### src/rtl/rtf_pkg.sv
package rtf_pkg;
    typedef enum logic [1:0] {
        ST_RUN   = 2'd0,
        ST_HOLD2 = 2'd1,
        ST_HOLD1 = 2'd2
    } rt_state_e;

    typedef struct packed {
        logic fwft;
        logic normal_lat;
    } rt_cfg_t;
endpackage

### src/rtl/rtf_ctrl.sv
module rtf_ctrl
    import rtf_pkg::*;
(
    input  logic clk,
    input  logic rst_n,
    input  logic rt,
    input  logic normal_lat,
    output logic live
);
    rt_state_e state_q, state_d;

    always_comb begin
        state_d = state_q;
        if (rt) begin
            state_d = normal_lat ? ST_HOLD2 : ST_RUN;
        end else begin
            unique case (state_q)
                ST_RUN:   state_d = ST_RUN;
                ST_HOLD2: state_d = ST_HOLD1;
                ST_HOLD1: state_d = ST_RUN;
                default:  state_d = ST_RUN;
            endcase
        end
    end

    always_ff @(posedge clk) begin
        if (!rst_n) state_q <= ST_RUN;
        else        state_q <= state_d;
    end

    always_comb begin
        live = (state_q == ST_RUN);
    end


    hold_window_chk: assert property (@(posedge clk) disable iff (!rst_n)
        (rt && normal_lat) |=> (!live ##1 !live));


    zero_lat_chk: assert property (@(posedge clk) disable iff (!rst_n)
        (rt && !normal_lat) |=> live);
endmodule

### src/rtl/rtf_mem.sv
module rtf_mem #(
    parameter int WIDTH = 18,
    parameter int DEPTH = 16,
    localparam int AW = $clog2(DEPTH)
) (
    input  logic             clk,
    input  logic             we,
    input  logic [AW-1:0]    waddr,
    input  logic [WIDTH-1:0] wdata,
    input  logic [AW-1:0]    raddr,
    output logic [WIDTH-1:0] rdata
);
    logic [WIDTH-1:0] store [DEPTH];

    always_ff @(posedge clk) begin
        if (we) store[waddr] <= wdata;
    end

    assign rdata = store[raddr];
endmodule

### src/rtl/rtf_offsets.sv
module rtf_offsets #(
    parameter int OW     = 4,
    parameter int AE_DEF = 2,
    parameter int AF_DEF = 2
) (
    input  logic          clk,
    input  logic          rst_n,
    input  logic          shift_en,
    input  logic          bit_in,
    output logic [OW-1:0] ae_off,
    output logic [OW-1:0] af_off
);
    logic [2*OW-1:0] sreg;

    always_ff @(posedge clk) begin
        if (!rst_n)        sreg <= {OW'(AF_DEF), OW'(AE_DEF)};
        else if (shift_en) sreg <= {sreg[2*OW-2:0], bit_in};
    end

    assign af_off = sreg[2*OW-1:OW];
    assign ae_off = sreg[OW-1:0];


    offset_hold_chk: assert property (@(posedge clk) disable iff (!rst_n)
        !shift_en |=> $stable(sreg));
endmodule

### src/rtl/rewind_fifo.sv
module rewind_fifo
    import rtf_pkg::*;
#(
    parameter int WIDTH  = 18,
    parameter int DEPTH  = 16,
    parameter int AE_DEF = 2,
    parameter int AF_DEF = 2
) (
    input  logic             clk,
    input  logic             rst_n,
    input  logic             cfg_fwft,
    input  logic             cfg_rt_timing,
    input  logic             wen,
    input  logic             sen,
    input  logic [WIDTH-1:0] wdata,
    output logic             full,
    input  logic             ren,
    input  logic             rt,
    output logic [WIDTH-1:0] rdata,
    output logic             rd_flag,
    output logic             pae,
    output logic             paf
);
    localparam int AW = $clog2(DEPTH);
    localparam int PW = AW + 1;
    localparam logic [PW-1:0] DEPTH_P = PW'(DEPTH);

    rt_cfg_t          cfg_q;
    logic [PW-1:0]    wptr, rptr, cnt, rew_ptr;
    logic [WIDTH-1:0] mem_q, rd_q;
    logic [AW-1:0]    ae_off, af_off;
    logic             written, live, have_data, wr_acc, rd_acc;

    always_ff @(posedge clk) begin
        if (!rst_n) cfg_q <= '{fwft: cfg_fwft, normal_lat: cfg_rt_timing};
    end

    rtf_ctrl u_ctrl (
        .clk        (clk),
        .rst_n      (rst_n),
        .rt         (rt),
        .normal_lat (cfg_q.normal_lat),
        .live       (live)
    );

    rtf_offsets #(.OW(AW), .AE_DEF(AE_DEF), .AF_DEF(AF_DEF)) u_offs (
        .clk      (clk),
        .rst_n    (rst_n),
        .shift_en (wen && sen),
        .bit_in   (wdata[0]),
        .ae_off   (ae_off),
        .af_off   (af_off)
    );

    rtf_mem #(.WIDTH(WIDTH), .DEPTH(DEPTH)) u_mem (
        .clk   (clk),
        .we    (wr_acc),
        .waddr (wptr[AW-1:0]),
        .wdata (wdata),
        .raddr (rptr[AW-1:0]),
        .rdata (mem_q)
    );

    assign cnt       = wptr - rptr;
    assign full      = (cnt == DEPTH_P);
    assign have_data = (cnt != '0);
    assign wr_acc    = wen && !sen && !full;
    assign rd_acc    = ren && live && have_data && !rt;
    assign rew_ptr   = {wptr[AW] ^ (written && (wptr[AW-1:0] == '0)), {AW{1'b0}}};

    always_ff @(posedge clk) begin
        if (!rst_n) begin
            wptr    <= '0;
            written <= 1'b0;
        end else if (wr_acc) begin
            wptr    <= wptr + 1'b1;
            written <= 1'b1;
        end
    end

    always_ff @(posedge clk) begin
        if (!rst_n)      rptr <= '0;
        else if (rt)     rptr <= rew_ptr;
        else if (rd_acc) rptr <= rptr + 1'b1;
    end

    always_ff @(posedge clk) begin
        if (!rst_n)      rd_q <= '0;
        else if (rd_acc) rd_q <= mem_q;
    end

    assign rd_flag = cfg_q.fwft ? (live && have_data) : !(live && have_data);
    assign rdata   = cfg_q.fwft ? mem_q : rd_q;
    assign pae     = (cnt <= {1'b0, ae_off});
    assign paf     = (cnt >= (DEPTH_P - {1'b0, af_off}));


    cfg_frozen_chk: assert property (@(posedge clk) disable iff (!rst_n)
        rst_n |=> $stable(cfg_q));


    no_overflow_chk: assert property (@(posedge clk) disable iff (!rst_n)
        (full && wen && !sen) |=> $stable(wptr));


    cnt_bound_chk: assert property (@(posedge clk) disable iff (!rst_n)
        cnt <= DEPTH_P);


    rewind_zero_chk: assert property (@(posedge clk) disable iff (!rst_n)
        rt |=> (rptr[AW-1:0] == '0));


    rewind_keeps_wr_chk: assert property (@(posedge clk) disable iff (!rst_n)
        (rt && !wen) |=> $stable(wptr));
endmodule

### config.mk
export PLATFORM = sky130hd
export DESIGN_NAME = rewind_fifo
export DESIGN_NICKNAME = d
export VERILOG_FILES = /design/src/rtl/rtf_pkg.sv /design/src/rtl/rtf_ctrl.sv /design/src/rtl/rtf_mem.sv /design/src/rtl/rtf_offsets.sv /design/src/rtl/rewind_fifo.sv
export SDC_FILE = /design/constraint.sdc
export NUM_CORES = 1
export LEC_CHECK = 0
export CAP_MARGIN = 10
export CORE_MARGIN = 10
export CORE_UTILIZATION = 60
export CTS_CLUSTER_DIAMETER = 150
export DETAILED_ROUTE_END_ITERATION = 8
export DONT_BUFFER_PORTS = 1
export PLACE_DENSITY = 0.76
export SETUP_SLACK_MARGIN = 0.1
export SLEW_MARGIN = 5
export SYNTH_ARGS = -nofsm -noshare
export SYNTH_HDL_FRONTEND = slang
export SYNTH_SLANG_ARGS = --single-unit
export TNS_END_PERCENT = 100
### constraint.sdc
create_clock -name clk -period 4.5 [get_ports clk]
set_input_delay 0 -clock clk [delete_from_list [all_inputs] [get_ports clk]]
set_output_delay 0 -clock clk [all_outputs]
set_load 0.02 [all_outputs]
* After elaboration in Yosys (flattened, before gate mapping)
Memories as Yosys holds them, arrays and structs flattened. A register that Yosys moved wholly into a read port is not among the register bits.
Index checks and enable logic that the tools add are counted.
** Word-level totals
- Register bits :: 41
- RAM bits :: 288
- Bits of input ports :: 26
- Output and inout bits :: 22
- Word-level logic and storage cells :: 48
- Memories :: 1
** Memories
- u_mem.store :: depth 16, width 18, read ports 1, clocked after Yosys merged registers in 1, write ports 1, RTL line rtf_mem.sv:13 : logic [WIDTH-1:0] store [DEPTH];
** Operators by class
- Add/sub/neg operators :: 4
- Order comparisons :: 2
- Eq/ne operators :: 2
- Multiplexer cells :: 11
- Bitwise operators :: 2
- Reduce and logical (&&, ||, !) cells :: 17
** Operators with widths (count)
- 2-to-1 mux 18 bit :: 1
- adder 5 x 1 -> 5 bit, second input constant :: 2
- 2-to-1 mux 5 bit :: 2
- logical AND 1 bit :: 8
- 2-to-1 mux 4 bit :: 2
- equality test 5 bit, second input constant :: 1
- greater-or-equal comparator 5 bit :: 1
- <= comparator 5 x 4 -> 1 bit :: 1
- nonzero test 5 bit :: 1
- subtractor 5 x 4 -> 5 bit, first input constant :: 1
- subtractor 5 bit :: 1
- zero test 1 bit :: 4
- zero test 4 bit :: 1
- 2-to-1 mux 1 bit :: 4
- 2-to-1 mux 2 bit :: 2
- equality test 2 x 1 -> 1 bit, second input constant :: 1
- zero test 2 bit :: 1
- nonzero test 2 bit :: 1
- OR reduction 2 bit :: 1
- inverter 1 bit :: 1
- bitwise XOR 1 bit :: 1

* Depth between registers and ports, before layout
- Depth in word-level cells :: 6
- Mapped depth :: 11
- Depth with buffers taken out :: 10

* Cells and area by module
A second synthesis with hierarchy kept.
** Second synthesis, totals
- Cells, all modules :: 724
- Area total of the unflattened synthesis :: 13382.8 sq um
** Modules (own cells, without submodules)
- rtf_mem :: times used 1, cells an instance 464, area an instance 10963.0 sq um, seq. area each 8648.3 sq um
- rewind_fifo :: times used 1, cells an instance 230, area an instance 2060.7 sq um, seq. area each 640.6 sq um
- rtf_offsets :: times used 1, cells an instance 25, area an instance 296.5 sq um, seq. area each 160.2 sq um
- rtf_ctrl :: times used 1, cells an instance 5, area an instance 62.6 sq um, seq. area each 40.0 sq um

* Worst setup path before layout
No wires, ideal clock.
- Kind :: register -> register
- From :: reg wptr[0]
- To :: mem u_mem.store[3][0], enable pin
- Library setup time :: 416 ps
- Arrival :: 3140 ps
- Required time :: 4084 ps
- Slack :: 944 ps
- Stages on the path, launching flop included :: 10
- Path buffers :: 0
- Period minus slack after synthesis :: 3556 ps
- Cell sequence :: dfxtp_1 > inv_1 > ha_1 > inv_1 > fa_1 > xor2_2 > a211oi_2 > o211ai_4 > nand3_1 > nor3_1
** Between the ends
- Cells in the longest elaborated chain, start to end :: 6
** RTL lines
- start, declared :: RTL line rewind_fifo.sv:29 : logic [PW-1:0] wptr, rptr, cnt, rew_ptr;
- start signal, assigned :: RTL line rewind_fifo.sv:76 : wptr <= wptr + 1'b1;
- subtractor 5 bit :: RTL line rewind_fifo.sv:64 : assign cnt = wptr - rptr;
- equality test 5 bit :: RTL line rewind_fifo.sv:65 : assign full = (cnt == DEPTH_P);
- zero test 1 bit :: RTL line rewind_fifo.sv:67 : assign wr_acc = wen && !sen && !full;
- logical AND 1 bit :: RTL line rewind_fifo.sv:67
- 2-to-1 mux 1 bit :: RTL line rtf_mem.sv:16 : if (we) store[waddr] <= wdata;
- 2-to-1 mux 1 bit (implied by the code) :: RTL line rtf_mem.sv:16
- end, declared :: RTL line rtf_mem.sv:13
Parallel ways exist; a longest one is shown, timed or not.

* Worst setup path after layout
- From :: reg wptr[0]
- To :: mem u_mem.store[8][6], enable pin
** Between the ends
- Cells in the longest elaborated chain, start to end :: 6
** RTL lines
- subtractor 5 bit :: RTL line rewind_fifo.sv:64
- equality test 5 bit :: RTL line rewind_fifo.sv:65
- named net full :: RTL line rewind_fifo.sv:16 : output logic full,
- zero test 1 bit :: RTL line rewind_fifo.sv:67
- logical AND 1 bit :: RTL line rewind_fifo.sv:67
- 2-to-1 mux 1 bit :: RTL line rtf_mem.sv:16
- 2-to-1 mux 1 bit (implied by the code) :: RTL line rtf_mem.sv:16
The timed path passes the listed nets, and every way through them passes these cells.

==> metrics.cfg <==
[worst_setup_path]
crit_fanout=18
startpoint_type=flop
path_cells=inv_1, ha_1, inv_1, fa_1, xor2_2, a211oi_2, o211ai_4, inv_4, nor2_1, buf_4, and3_1
worstPathArrival_ns=3.61
slowest_stage=and3_1
critPathMaxStageDelay_ns=0.76
crit_required_ns=4.63
crit_top_cell=inv_1
r2r_slack_ns=1.02
crit_type=flop to flop
critPathCaptureType=flop

[grt]
grt_max_degree=39
gr-total-overflow=0
gr-usage-all-layers_pct=19.73
antenna_found_initial=2
grt_pass1_wl_mm=42.88
first_global_vias=6910

[pwr]
p_leak_uw=0.004923
power.share.switching_pct=21.69
pwr-share-seq_pct=52.2
power.internal_uw=5147
vdd.ir_drop.worst_v=0.0004108
power.density_mw_per_mm2=433.7
p_sw_uw=1425
fin_total_pwr_uw=6572
p_comb_share_pct=7.0
clock_power_share_pct=40.8

[run]
maxCapViolations=0

[timing]
drv_slew=0
slew_headroom_pct=22.74
finalClockSkew_ns=0.01183
timing.final.crit_share_pct=77.34
min_period_ns=3.480
fmax_ghz=0.2873
tightest_slew_ns=1.150
tns_ns=0
finalWorstSetupSlack_ns=1.020
hold_viol=0
setup_viol=0
rsz0062_at_grt=false

[drt]
wl_mm=28.31
drt-pass1-iter-count=5
postRouteAntennaNets=0
post_drt_wl_per_cell_um=26.19
vias_per_cell=6.479
vias=7004
drc_errors=0
dr.first_iter.drc_count=758

[synth]
avgSynthCellArea_um2=18.48
synth-edff-count=290
synthArstFlopShare_pct=0
ys_seq_area_share_pct=70.92
ys_warn_count=0
synth_seq_cells=333
synth_nets=774
synth_cells=730
ys.flop_type=edfxtp_1
netlist-cell-type-count=57
synth_area_mm2=0.01349

[die]
fp.dieW_um=170.0
die_y_um=170.0
core_mm2=0.02196
start_util_pct=61.45
dieArea_mm2=0.02889
ios=48
fp-row-count=54

[clock_network]
cts.sinks=333
root_buffer=clkbuf_16
cts_max_level=2
clock_latency_ns=0.51
post_cts_buffers=0
clockBufferDepth=3
clk_pin_slew_ns=0.07
cts_tree=done
cts_buffers=34

[status]
status=completed

[layout]
final_util_pct=69.00
nets=816
syn_to_final_growth_pct=12.30
fillers=1359
drive_gt1_share_pct=21.80
design_area_mm2=0.01515

[place]
dp_hpwl_mm=17.63
dp_slack_ns=1.030
io_buffers=0
gp_congestion=0.8976
placed_area_mm2=0.01380

[worst_hold_path]
worstHoldPathType=input pin to flop

[power groups by stage]
stage                     sequential, uW  clock, uW  combinational, uW
after floorplan                     3470          0                333
after global placement              3490          0                378
after detailed placement            3500          0                390
after CTS                           3430       2730                458
after global routing                3440       2850                488
final                               3430       2680                458
[layout make-up]
class                   instances  area (um2)  area share (%)
inverters                      14       55.05          0.3633
diodes                          3       7.507         0.04955
repair buffers                 44       397.9           2.626
multi-input cells             345        3695           24.38
flip-flops and latches        333        9575           63.20
clock buffers                  45       965.9           6.375
well taps                     280       350.3           2.312
clock inverters                17       105.1          0.6936
[placed cells by master (no fill, tap or decap), drive strengths merged, types with 17 or more instances in the layout]
master / synthesis / routed
mux2i: 19 / 19
a22o: 18 / 18
mux4: 72 / 72
a21oi: 38 / 38
buf: 15 / 17
a211oi: 19 / 19
edfxtp: 290 / 290
ha: 17 / 17
nand2: 23 / 23
clkbuf: 23 / 45
mux2: 18 / 18
dfxtp: 43 / 43
nor2b: 22 / 22
dlygate4sd3: 0 / 27
[critical path, delay by kind of cell, from the launching register on]
family / cells / cell delay [ns]
DFF: 1 / 0.35
and+or+nand+nor: 2 / 0.88
buffers and inverters: 4 / 0.48
adders and majority gates: 2 / 0.66
xor gates and xnor gates: 1 / 0.33
AOI/OAI and AO/OA: 2 / 0.40
[cell families after synthesis]
group                    synth area share (%)
adder cells (fa/ha/maj)                 1.799
AO/OA/AOI/OAI                           5.369
AND/OR/NAND/NOR                         4.488
multiplexers                            14.93
buffers and inverters                   1.790
flip-flops                              70.92
XOR/XNOR                               0.7047
[synthesized netlist by cell type (all sizes together), types with 2 or more instances]
library cell | instances | area, um2
xnor2 | 4 | 35.03
o31ai | 4 | 30.03
clkbuf | 23 | 96.34
nand2b | 3 | 18.77
nand3b | 2 | 15.01
nor4 | 2 | 27.53
nand4 | 5 | 31.28
mux2i | 19 | 190.2
nor2b | 22 | 137.6
inv | 14 | 55.06
a211oi | 19 | 147.6
nand2 | 23 | 86.33
a21o | 4 | 30.03
a211o | 2 | 18.77
mux2 | 18 | 202.7
dfxtp | 43 | 860.8
nor2 | 9 | 33.78
and3 | 15 | 95.09
or4 | 3 | 22.52
nor3b | 2 | 15.01
o211ai | 3 | 36.28
xor2 | 6 | 60.06
ha | 17 | 212.7
edfxtp | 290 | 8708
nand3 | 9 | 45.04
nor3 | 5 | 25.02
buf | 15 | 90.09
o21ai | 4 | 31.28
a22o | 18 | 157.7
a21oi | 38 | 190.2
and2 | 3 | 18.77
mux4 | 72 | 1622
[stage by stage]
step | std cells | hold WS [ns]
5_1_grt | 1079 | 0.1052
3_5_place_dp | 989 | 0.09901
3_3_place_gp | 989 | 0.09795
6_report | 1081 | 0.1310
2_1_floorplan | 730 | 0.09887
4_1_cts | 1078 | 0.1078
[registers in the layout, summed over array words and instances (netlist names), named ones only]
register and count:
written 1, wptr 5, rd_q 18, rptr 5, u_mem.store 288, cfg_q 2
u_offs.sreg 8, u_ctrl.state_q 2
[path summary, 6_finish.rpt]
kind | startpoint | end | depth (start not counted)
setup / recovery | wptr[0]$_SDFFE_PN0P_ | u_mem.store[8][6]$_DFFE_PP_ | 11
hold / removal | cfg_fwft | cfg_q[1]$_DFFE_PN_ | 1
setup reg to reg | wptr[0]$_SDFFE_PN0P_ | u_mem.store[8][6]$_DFFE_PP_ | 11
hold reg to reg | u_ctrl.state_q[1]$_SDFF_PP0_ | u_ctrl.state_q[1]$_SDFF_PP0_ | 1
[routing by layer]
layer	global-route usage, %	routed length [um]
met3	3.193	2063
met1	28.78	12110
met4	5.988	598
met5	0	10
met2	30.20	13530
[timing repair]
| item | CTS | global route |
|---|---|---|
| endpoints found under the hold margin | 335 | 0 |
| gates resized for setup | 0 | 0 |
| hold buffers | 27 | 0 |
Power figures use the tool's default switching activity.
